$ cat config.mk
export PLATFORM = sky130hd
export DESIGN_NAME = alu_exec
export DESIGN_NICKNAME = d
export VERILOG_FILES = /design/src/rtl/alu_pkg.sv /design/src/rtl/alu_decode.sv /design/src/rtl/alu_addsub.sv /design/src/rtl/alu_logic.sv /design/src/rtl/alu_cmp.sv /design/src/rtl/alu_shift.sv /design/src/rtl/alu_exec.sv
export SDC_FILE = /design/constraint.sdc
export NUM_CORES = 1
export LEC_CHECK = 0
export BUFFER_PORTS_ARGS = -buffer_cell sky130_fd_sc_hd__buf_2
export CAP_MARGIN = 30
export CORE_ASPECT_RATIO = 1.75
export CORE_UTILIZATION = 35
export DETAILED_ROUTE_END_ITERATION = 10
export PLACE_DENSITY = 0.56
export SYNTH_ARGS = -nofsm -noshare
export SYNTH_HDL_FRONTEND = slang
export SYNTH_HIERARCHICAL = 1
export SYNTH_SLANG_ARGS = --single-unit
export TNS_END_PERCENT = 50
$ cat constraint.sdc
create_clock -name vclk -period 14.8
set_clock_uncertainty 0.15 [all_clocks]
set_input_delay 2.22 -clock vclk [all_inputs]
set_output_delay 2.22 -clock vclk [all_outputs]
set_load 0.01 [all_outputs]
$ cat src/rtl/alu_pkg.sv
package alu_pkg;

  localparam int OP_W = 5;

  typedef enum logic [OP_W-1:0] {
    OP_ADD   = 5'd0,
    OP_ADDU  = 5'd1,
    OP_SUB   = 5'd2,
    OP_SUBU  = 5'd3,
    OP_AND   = 5'd4,
    OP_OR    = 5'd5,
    OP_XOR   = 5'd6,
    OP_NOR   = 5'd7,
    OP_ANDI  = 5'd8,
    OP_ORI   = 5'd9,
    OP_XORI  = 5'd10,
    OP_LUI   = 5'd11,
    OP_SLT   = 5'd12,
    OP_SLTU  = 5'd13,
    OP_SLTI  = 5'd14,
    OP_SLTIU = 5'd15,
    OP_ADDI  = 5'd16,
    OP_ADDIU = 5'd17,
    OP_SLL   = 5'd18,
    OP_SRL   = 5'd19,
    OP_SRA   = 5'd20,
    OP_SLLV  = 5'd21,
    OP_SRLV  = 5'd22,
    OP_SRAV  = 5'd23
  } alu_op_e;

  typedef enum logic [2:0] {
    UNIT_ARITH,
    UNIT_LOGIC,
    UNIT_LUI,
    UNIT_CMP,
    UNIT_SHIFT
  } unit_e;

  typedef enum logic [1:0] {
    LOG_AND,
    LOG_OR,
    LOG_XOR,
    LOG_NOR
  } log_fn_e;

  typedef enum logic [1:0] {
    SH_LL,
    SH_RL,
    SH_RA
  } sh_fn_e;

  typedef struct packed {
    logic    legal;
    unit_e   unit;
    logic    sub;
    logic    trap;
    logic    use_imm;
    logic    imm_zext;
    log_fn_e log_fn;
    logic    cmp_uns;
    sh_fn_e  sh_fn;
    logic    sh_var;
  } ctrl_t;

endpackage

$ cat src/rtl/alu_decode.sv
module alu_decode
  import alu_pkg::*;
(
  input  logic [OP_W-1:0] op_i,
  output ctrl_t           ctrl_o
);

  always_comb begin
    ctrl_o        = '0;
    ctrl_o.legal  = 1'b1;
    ctrl_o.unit   = UNIT_ARITH;
    ctrl_o.log_fn = LOG_AND;
    ctrl_o.sh_fn  = SH_LL;
    case (op_i)
      OP_ADD:   ctrl_o.trap = 1'b1;
      OP_ADDU:  ;
      OP_SUB:   begin ctrl_o.sub = 1'b1; ctrl_o.trap = 1'b1; end
      OP_SUBU:  ctrl_o.sub = 1'b1;
      OP_ADDI:  begin ctrl_o.use_imm = 1'b1; ctrl_o.trap = 1'b1; end
      OP_ADDIU: ctrl_o.use_imm = 1'b1;
      OP_AND:   ctrl_o.unit = UNIT_LOGIC;
      OP_OR:    begin ctrl_o.unit = UNIT_LOGIC; ctrl_o.log_fn = LOG_OR; end
      OP_XOR:   begin ctrl_o.unit = UNIT_LOGIC; ctrl_o.log_fn = LOG_XOR; end
      OP_NOR:   begin ctrl_o.unit = UNIT_LOGIC; ctrl_o.log_fn = LOG_NOR; end
      OP_ANDI: begin
        ctrl_o.unit     = UNIT_LOGIC;
        ctrl_o.use_imm  = 1'b1;
        ctrl_o.imm_zext = 1'b1;
      end
      OP_ORI: begin
        ctrl_o.unit     = UNIT_LOGIC;
        ctrl_o.log_fn   = LOG_OR;
        ctrl_o.use_imm  = 1'b1;
        ctrl_o.imm_zext = 1'b1;
      end
      OP_XORI: begin
        ctrl_o.unit     = UNIT_LOGIC;
        ctrl_o.log_fn   = LOG_XOR;
        ctrl_o.use_imm  = 1'b1;
        ctrl_o.imm_zext = 1'b1;
      end
      OP_LUI:   ctrl_o.unit = UNIT_LUI;
      OP_SLT:   ctrl_o.unit = UNIT_CMP;
      OP_SLTU:  begin ctrl_o.unit = UNIT_CMP; ctrl_o.cmp_uns = 1'b1; end
      OP_SLTI:  begin ctrl_o.unit = UNIT_CMP; ctrl_o.use_imm = 1'b1; end
      // sign-extended immediate, unsigned compare
      OP_SLTIU: begin
        ctrl_o.unit    = UNIT_CMP;
        ctrl_o.use_imm = 1'b1;
        ctrl_o.cmp_uns = 1'b1;
      end
      OP_SLL:   ctrl_o.unit = UNIT_SHIFT;
      OP_SRL:   begin ctrl_o.unit = UNIT_SHIFT; ctrl_o.sh_fn = SH_RL; end
      OP_SRA:   begin ctrl_o.unit = UNIT_SHIFT; ctrl_o.sh_fn = SH_RA; end
      OP_SLLV:  begin ctrl_o.unit = UNIT_SHIFT; ctrl_o.sh_var = 1'b1; end
      OP_SRLV: begin
        ctrl_o.unit   = UNIT_SHIFT;
        ctrl_o.sh_fn  = SH_RL;
        ctrl_o.sh_var = 1'b1;
      end
      OP_SRAV: begin
        ctrl_o.unit   = UNIT_SHIFT;
        ctrl_o.sh_fn  = SH_RA;
        ctrl_o.sh_var = 1'b1;
      end
      default:  ctrl_o.legal = 1'b0;
    endcase
  end

endmodule

$ cat src/rtl/alu_addsub.sv
module alu_addsub #(
  parameter int XLEN = 32
) (
  input  logic [XLEN-1:0] a_i,
  input  logic [XLEN-1:0] b_i,
  input  logic            sub_i,
  output logic [XLEN-1:0] sum_o,
  output logic            ovf_o
);

  localparam int MSB = XLEN - 1;

  logic [XLEN-1:0] b_eff;

  assign b_eff = sub_i ? ~b_i : b_i;
  assign sum_o = a_i + b_eff + {{(XLEN-1){1'b0}}, sub_i};
  // operands agree in sign, result does not
  assign ovf_o = (a_i[MSB] == b_eff[MSB]) && (sum_o[MSB] != a_i[MSB]);

endmodule

$ cat src/rtl/alu_logic.sv
module alu_logic
  import alu_pkg::*;
#(
  parameter int XLEN = 32
) (
  input  logic [XLEN-1:0] a_i,
  input  logic [XLEN-1:0] b_i,
  input  log_fn_e         fn_i,
  output logic [XLEN-1:0] res_o
);

  always_comb begin
    unique case (fn_i)
      LOG_AND: res_o = a_i & b_i;
      LOG_OR:  res_o = a_i | b_i;
      LOG_XOR: res_o = a_i ^ b_i;
      LOG_NOR: res_o = ~(a_i | b_i);
      default: res_o = '0;
    endcase
  end

endmodule

$ cat src/rtl/alu_cmp.sv
module alu_cmp #(
  parameter int XLEN = 32
) (
  input  logic [XLEN-1:0] a_i,
  input  logic [XLEN-1:0] b_i,
  input  logic            uns_i,
  output logic [XLEN-1:0] res_o
);

  logic lt;

  assign lt    = uns_i ? (a_i < b_i) : ($signed(a_i) < $signed(b_i));
  assign res_o = {{(XLEN-1){1'b0}}, lt};

endmodule

$ cat src/rtl/alu_shift.sv
module alu_shift
  import alu_pkg::*;
#(
  parameter int XLEN    = 32,
  parameter int SHAMT_W = $clog2(XLEN)
) (
  input  logic [XLEN-1:0]    val_i,
  input  logic [SHAMT_W-1:0] amt_i,
  input  sh_fn_e             fn_i,
  output logic [XLEN-1:0]    res_o
);

  logic            left;
  logic            fill;
  logic [XLEN-1:0] src;
  logic [XLEN-1:0] acc;

  assign left = (fn_i == SH_LL);
  assign fill = (fn_i == SH_RA) && val_i[XLEN-1];

  // one right shifter; left shifts go through bit reversal
  always_comb begin
    for (int i = 0; i < XLEN; i++) begin
      src[i] = left ? val_i[XLEN-1-i] : val_i[i];
    end
  end

  always_comb begin
    acc = src;
    for (int k = 0; k < SHAMT_W; k++) begin
      if (amt_i[k]) begin
        acc = (acc >> (1 << k)) | (fill ? ~({XLEN{1'b1}} >> (1 << k)) : '0);
      end
    end
  end

  always_comb begin
    for (int i = 0; i < XLEN; i++) begin
      res_o[i] = left ? acc[XLEN-1-i] : acc[i];
    end
  end

endmodule

$ cat src/rtl/alu_exec.sv
module alu_exec
  import alu_pkg::*;
#(
  parameter int XLEN    = 32,
  parameter int IMM_W   = 16,
  parameter int SHAMT_W = $clog2(XLEN)
) (
  input  logic [OP_W-1:0]    op_i,
  input  logic [XLEN-1:0]    a_i,
  input  logic [XLEN-1:0]    b_i,
  input  logic [XLEN-1:0]    imm_i,
  input  logic [SHAMT_W-1:0] shamt_i,
  output logic [XLEN-1:0]    result_o,
  output logic               valid_o,
  output logic               ovf_o,
  output logic               illegal_o
);

  localparam int PAD_W = XLEN - IMM_W;

  ctrl_t              ctrl;
  logic [XLEN-1:0]    imm_zx;
  logic [XLEN-1:0]    opnd_b;
  logic [XLEN-1:0]    arith_res;
  logic               arith_ovf;
  logic [XLEN-1:0]    logic_res;
  logic [XLEN-1:0]    cmp_res;
  logic [XLEN-1:0]    shift_res;
  logic [XLEN-1:0]    lui_res;
  logic [SHAMT_W-1:0] sh_amt;
  logic [XLEN-1:0]    unit_res;
  logic               trap_hit;

  alu_decode u_dec (
    .op_i   (op_i),
    .ctrl_o (ctrl)
  );

  assign imm_zx = {{PAD_W{1'b0}}, imm_i[IMM_W-1:0]};
  assign opnd_b = !ctrl.use_imm ? b_i : (ctrl.imm_zext ? imm_zx : imm_i);

  alu_addsub #(.XLEN(XLEN)) u_arith (
    .a_i   (a_i),
    .b_i   (opnd_b),
    .sub_i (ctrl.sub),
    .sum_o (arith_res),
    .ovf_o (arith_ovf)
  );

  alu_logic #(.XLEN(XLEN)) u_logic (
    .a_i   (a_i),
    .b_i   (opnd_b),
    .fn_i  (ctrl.log_fn),
    .res_o (logic_res)
  );

  alu_cmp #(.XLEN(XLEN)) u_cmp (
    .a_i   (a_i),
    .b_i   (opnd_b),
    .uns_i (ctrl.cmp_uns),
    .res_o (cmp_res)
  );

  assign sh_amt = ctrl.sh_var ? a_i[SHAMT_W-1:0] : shamt_i;

  alu_shift #(.XLEN(XLEN), .SHAMT_W(SHAMT_W)) u_shift (
    .val_i (b_i),
    .amt_i (sh_amt),
    .fn_i  (ctrl.sh_fn),
    .res_o (shift_res)
  );

  assign lui_res = {imm_i[IMM_W-1:0], {PAD_W{1'b0}}};

  always_comb begin
    unique case (ctrl.unit)
      UNIT_ARITH: unit_res = arith_res;
      UNIT_LOGIC: unit_res = logic_res;
      UNIT_LUI:   unit_res = lui_res;
      UNIT_CMP:   unit_res = cmp_res;
      UNIT_SHIFT: unit_res = shift_res;
      default:    unit_res = '0;
    endcase
  end

  assign trap_hit  = ctrl.legal && (ctrl.unit == UNIT_ARITH) && ctrl.trap && arith_ovf;
  assign ovf_o     = trap_hit;
  assign illegal_o = !ctrl.legal;
  assign valid_o   = ctrl.legal && !trap_hit;
  assign result_o  = valid_o ? unit_res : '0;

endmodule

Word level (Yosys, flattened, before mapping):

Cells that the tools add are included.
Widths: inputs -> output; s select.

* flip-flop bits (word level): 0
* latch bits: 0
* memory bits (writable): 0
* memory bits (read-only): 0
* bits of input ports: 106
* output and inout port bits: 35
* memories: 0

* add/subtract/negate cells: 2
* multipliers: 0
* divide/modulo/power cells: 0
* $lt $le $gt $ge: 2
* eq/ne operators: 33
* shift-type cells: 0
* mux-type cells: 92
* bitwise operators: 10
* reduce and logical (&&, ||, !) cells: 26

Operator list (count)
* $mux 32: 14
* $pmux 32 s5: 1
* $pmux 32 s4: 1
* $mux 1: 72
* $lt 32x32->1: 2
* $not 32->32: 2
* $eq 5x4->1 const B: 8
* $eq 5x5->1 const B: 8
* $add 32x1->32: 1
* $add 32x32->32: 1
* $and 32x32->32: 1
* $or 16x32->32: 1
* $or 24x32->32: 1
* $or 28x32->32: 1
* $or 30x32->32: 1
* $or 31x32->32: 1
* $or 32x32->32: 1
* $xor 32x32->32: 1
* $reduce_or 24->1: 1
* $eq 5x3->1 const B: 4
* $reduce_or 7->1: 2
* $pmux 3 s4: 1
* $reduce_or 2->1: 6
* $eq 5x2->1 const B: 2
* 19 further kinds: 31

Longest topological paths before layout:

Gate-level depths: netlist of run 1.

* depth in word-level cells: 19
* gate-level depth with buffers: 22
* gate-level depth less buffers: 18

Modules after synthesis:

The synthesis of run 1 kept the hierarchy.

By module, submodules not included
* alu_shift: instances 1, cells each 355, area an instance 2950.3 µm², sequential area each 0.0 µm²
* alu_logic: instances 1, cells each 235, area an instance 2105.8 µm², sequential area each 0.0 µm²
* alu_addsub: instances 1, cells each 299, area an instance 2090.8 µm², sequential area each 0.0 µm²
* alu_exec: instances 1, cells each 234, area an instance 1641.6 µm², sequential area each 0.0 µm²
* alu_cmp: instances 1, cells each 143, area an instance 1022.2 µm², sequential area each 0.0 µm²
* alu_decode: instances 1, cells each 34, area an instance 177.7 µm², sequential area each 0.0 µm²

Worst setup path before layout of run 1:

Ideal clock, no wire load.

* path kind: input -> output
* start point: input op_i[2]
* end point: output result_o[10]
* arrival: 6.245 ns
* required time: 12.430 ns
* setup slack: 6.185 ns
* cell stages on the path: 20
* cell sequence: buf_2 nor2_1 a21oi_1 o21ai_1 clkbuf_1 clkbuf_1 mux2_2 xor2_1 ha_1 clkbuf_1 nand2_1 o2111ai_1 o21ai_1 nand4bb_1 nor4b_2 o221ai_2 mux2i_1 a311o_1 buf_2 a21oi_1

RTL lines
* from (decl): RTL line alu_exec.sv:8 `input logic [OP_W-1:0] op_i,`
* to (decl): RTL line alu_exec.sv:13 `output logic [XLEN-1:0] result_o,`

==> results of run 1 <==
-- final cells by class --
cell class / count / area [um2]
Timing Repair Buffer: 166 / 905
Tap cell: 373 / 467
Fill cell: 3001 / 17200
Inverter: 126 / 473
Multi-Input combinational cell: 1084 / 8940
Antenna cell: 2 / 5.00
-- worst max-delay path, cell delays in order --
cell and delay, ns:
buf_2 0.13, nor2b_1 0.29, nand2_1 0.11, o21ai_2 0.07
buf_4 0.36, nor2b_1 0.42, buf_4 0.25, nand2_1 0.07
o21ai_0 0.25, xor2_1 0.16, ha_1 0.44, a21oi_1 0.24
o21ai_0 0.16, a21oi_1 0.28, o211ai_1 0.14, o221ai_2 0.28
mux2i_1 0.32, a311o_1 0.67, buf_4 0.37, a21oi_1 0.13
buf_2 0.17
-- per-layer routing --
layer | GRT usage, % | share of wire (%) | vias up
li1 | - | - | 4844
met4 | 18.5 | 7.7 | 0
met5 | 0 | 0 | -
met2 | 54.1 | 52 | 416
met1 | 31.7 | 36 | 5062
met3 | 1.80 | 4.1 | 122
-- cell usage in the layout, fill, tap and decap left out, types with 12 or more instances in the layout --
master      n
nand2b_1   12
inv_1     123
buf_2     141
nand2_1    94
a21oi_1    95
nor2b_1    12
conb_1     31
mux4_2     42
a22oi_1    57
a21o_1     13
o211ai_1   14
xor2_1     75
nand4_1    13
nand3_1    31
nor2_1     61
nand3b_1   18
mux2i_1    93
xnor2_1    17
ha_1      125
mux2_2     61
o21ai_0    54
buf_4      22
-- power breakdown --
part	internal, mW	switching [mW]
Clock	0.00000000897	0
Sequential	0	0
Combinational	0.213	0.338
Total	0.213	0.338
-- worst paths after layout --
check	to	slack, ns	from	depth (start not counted)
worst max-delay path	result_o[24]	4.88	op_i[4]	21
worst min-delay path	result_o[31]	4.72	imm_i[15]	4
-- through the flow --
| step | utilization [%] | instances | cell area (um2) |
|---|---|---|---|
| after global routing | 38.6 | 1750 | 10800 |
| after global placement | 38.5 | 1746 | 10800 |
| after detailed placement | 38.5 | 1748 | 10800 |
| final | 38.6 | 1751 | 10800 |
| after CTS | 38.5 | 1748 | 10800 |
| after floorplan | - | 1330 | 10100 |
-- cell families after synthesis --
logic type	Yosys count	synth area share [%]
other cells	1	0.0375
compound gates	348	23.4
fa+ha+maj	126	15.9
buf+inv	246	12.1
mux	199	26.0
simple gates	288	14.5
xor+xnor	92	8.07
==> flow_metrics.py, run 1 <==
metrics = {
    "status": {
        "status": "finished clean",
    },
    "sta": {
        "setup_ws_ns": 4.88,
        "drv_slew": 0,
        "fmax_mhz": 101,
        "slew_headroom_pct": 31.1,
        "rsz0062_at_grt": "false",
        "period_share_pct": 67.0,
        "holdWs_ns": 4.72,
        "finalCriticalPeriod_ns": 9.92,
        "worst_pin_slew_ns": 1.00,
        "setup_viol": 0,
        "hold_violations": 0,
        "setup_tns_ns": 0,
    },
    "clocking": {
        "ctsHoldBuffers": 0,
        "post_cts_resized": 0,
        "cts_setup_buffers": 0,
    },
    "yosys": {
        "yosys-top-cells-count": "ha_1, inv_1, a21oi_1, nand2_1, mux2i_1",
        "yosys_warnings": 6,
        "netlist.area_leader.share_pct": 15.7,
        "syn_avg_cell_area_um2": 7.68,
        "synthCells": 1300,
        "synth_cell_type_count": 94,
        "synth_area_leader_cell": "ha_1",
        "syn_area_um2": 9990,
        "ys_seq_area_share_pct": 0,
        "netlist_top_cells_area": "ha_1, mux4_2, mux2i_1",
        "synth_most_common_cell": "ha_1",
    },
    "flow_run": {
        "drv_cap": 0,
    },
    "detailed_routing": {
        "totalWireLength_um": 43200,
        "ant_nets": 0,
        "drc": 0,
        "wl_per_cell_um": 24.7,
        "first_iter_violations": 793,
        "vias": 10400,
        "routed_via_density": 5.96,
        "drtPass1Iterations": 5,
    },
    "die": {
        "coreArea_um2": 28000,
        "die_w_um": 130,
        "row_count": 81,
        "initial_core_util_pct": 35.7,
        "dieArea_um2": 29200,
        "ios": 141,
        "fp.dieH_um": 225,
    },
    "cells_and_area": {
        "layout-drive-gt1-share_pct": 22.1,
        "area_growth_pct": 8.07,
        "final_nets": 1610,
        "clockBufferCount": 0,
        "seqCellArea_um2": 0,
        "nFlopsAndLatches": 0,
    },
    "global_routing": {
        "first_global_vias": 9992,
        "grt_pass1_wl_um": 63000,
        "grt_use_total_pct": 29.3,
        "grt_max_degree": 59,
        "antenna_found_initial": 1,
        "grt-ovfl-total": 0,
    },
    "critical_path": {
        "worstPathRequired_ns": 12.43,
        "endpoint_kind": "output port",
        "cp-start-kind": "primary input",
        "path_class": "primary input to output port",
        "crit_path_max_fanout": 34,
        "worstPathArrival_ns": 7.55,
    },
    "placed_design": {
        "dp_hpwl_um": 35600,
        "preCtsSetupSlack_ns": 4.95,
        "globalplace.congestion": 1.01,
        "port_buffers": 141,
    },
    "power": {
        "total_leakage_power_nw": 5.02,
        "max-vdd-ir-drop_mv": 0.0233,
        "total_power_mw": 0.551,
        "power_density_nw_per_um2": 51.0,
    },
    "min_path": {
        "hold_class": "primary input to output port",
    },
}
No activity file was read; power rests on OpenSTA's default activity.
==> run 2, diff against run 1 <==
--- a/config.mk
+++ b/config.mk
@@ -10,7 +10,7 @@
 export CORE_ASPECT_RATIO = 1.75
 export CORE_UTILIZATION = 35
 export DETAILED_ROUTE_END_ITERATION = 10
-export PLACE_DENSITY = 0.56
+export PLACE_DENSITY = 0.58
 export SYNTH_ARGS = -nofsm -noshare
 export SYNTH_HDL_FRONTEND = slang
 export SYNTH_HIERARCHICAL = 1
==> constraint.sdc (replaced) <==
create_clock -name vclk -period 8.6
set_clock_uncertainty 0.15 [all_clocks]
set_input_delay 1.29 -clock vclk [all_inputs]
set_output_delay 1.29 -clock vclk [all_outputs]
set_load 0.01 [all_outputs]
==> flow_metrics.py, run 2 (synthesis gave the netlist of run 1 again) <==
metrics = {
    "die": {
        "initial_core_util_pct": 35.7,
        "ios": 141,
        "row_count": 81,
        "dieArea_um2": 29200,
        "coreArea_um2": 28000,
        "fp.dieH_um": 225,
        "die_w_um": 130,
    },
    "power": {
        "power_density_nw_per_um2": 88.6,
        "total_leakage_power_nw": 5.05,
        "max-vdd-ir-drop_mv": 0.0338,
        "total_power_mw": 0.961,
    },
    "critical_path": {
        "cp-start-kind": "primary input",
        "worstPathArrival_ns": 6.43,
        "crit_path_max_fanout": 33,
        "critPathTopFamily": "compound AO/OA/AOI/OAI gates",
        "cpPeakStageDelay_ns": 0.73,
        "critPathSlowestCell": "a311o_1",
        "cp_cell_sequence": "buf_2 -> nor2b_1 -> nand2_1 -> o21ai_2 -> buf_4 -> mux2_2 -> xor2_1 -> ha_1 -> a21o_1 -> a2bb2oi_2 -> nand4_1 -> a21oi_1 -> nor4b_2 -> o221ai_2 -> mux2i_1 -> a311o_1 -> buf_4 -> a21oi_1 -> buf_2",
        "path_class": "primary input to output port",
        "crit_buf_inv": 4,
        "endpoint_kind": "output port",
        "startpoint": "op_i[4]",
        "worstPathRequired_ns": 7.16,
    },
    "global_routing": {
        "grt-ovfl-total": 0,
        "first_global_vias": 10300,
        "grt_pass1_wl_um": 64200,
        "grt_use_total_pct": 29.9,
        "grt_max_degree": 39,
        "antenna_found_initial": 2,
    },
    "detailed_routing": {
        "wl_per_cell_um": 25.2,
        "vias": 10600,
        "ant_nets": 0,
        "drc": 0,
        "first_iter_violations": 913,
        "drtPass1Iterations": 6,
        "totalWireLength_um": 44200,
        "routed_via_density": 6.03,
    },
    "cells_and_area": {
        "area_growth_pct": 8.61,
        "diodes": 0,
        "most-common-layout-cells": "buf_2, ha_1, inv_1",
        "seqCellArea_um2": 0,
        "clockBufferCount": 0,
        "fin_cells": 1755,
        "nFlopsAndLatches": 0,
        "layout-drive-gt1-share_pct": 22.4,
        "final_nets": 1616,
        "final_common_cell": "buf_2",
    },
    "placed_design": {
        "port_buffers": 141,
        "dp.cells": 1755,
        "globalplace.congestion": 1.04,
        "dp_hpwl_um": 36600,
    },
    "min_path": {
        "worstHoldEndpoint": "illegal_o",
        "holdPathStages": 4,
        "min_from": "op_i[4]",
        "hold_class": "primary input to output port",
    },
    "sta": {
        "slew_headroom_pct": 32.0,
        "rsz0062_at_grt": "false",
        "setup_tns_ns": 0,
        "fmax_mhz": 127,
        "hold_violations": 0,
        "period_share_pct": 91.6,
        "drv_slew": 0,
        "finalCriticalPeriod_ns": 7.87,
        "setup_viol": 0,
        "holdWs_ns": 2.88,
        "worst_pin_slew_ns": 1.02,
    },
    "clocking": {
        "post_cts_resized": 0,
        "ctsHoldBuffers": 0,
        "cts_setup_buffers": 0,
    },
    "status": {
        "status": "finished clean",
    },
    "flow_run": {
        "drv_cap": 0,
    },
}
run 2: changes by cell type in the layout (fill, tap and decap cells not counted):
cell     delta
buf_4       +8
buf_6       -3
diode_2     -2
buf_16      +1
nor2b_2     -1
nor2b_4     +1
run 2: power by group:
group          internal (mW)  total (mW)  switching [mW]  leakage (nW)
logic                  0.370       0.961           0.591          5.05
clock network              0           0               0             0
registers                  0           0               0             0
run 2: stage by stage:
step	instance area, um2	setup slack, ns	util (%)
4_1_cts	10800	0.809	38.8
6_report	10800	0.725	38.8
3_5_place_dp	10800	0.824	38.8
3_3_place_gp	10800	0.944	38.7
2_1_floorplan	10100	1.84	-
5_1_grt	10800	0.300	38.8
run 2: metal layers:
metal  part of all wire [%]  track usage [%]  wire (um)  vias up
li1                       -                -          -     4854
met1                     36             31.5      15700     5089
met2                     50             54.1      22200      474
met3                    4.5             2.16       1990      170
met4                    9.7             23.3       4300        0
met5                      0                0          0        -
run 2: worst max-delay path by stage:
stage / slack [ns] / cells after the start / end
after floorplan: 1.84 / 20 / result_o[10]
after global placement: 0.94 / 19 / result_o[6]
after detailed placement: 0.82 / 19 / result_o[1]
after CTS: 0.81 / 19 / result_o[1]
after global routing: 0.30 / 19 / result_o[0]
final: 0.73 / 19 / result_o[15]
run 2: final cells by class:
type	count	area [um2]
Multi-Input combinational cell	1084	8950
Timing Repair Buffer	172	958
Tap cell	373	467
Inverter	126	473
Fill cell	3068	17100
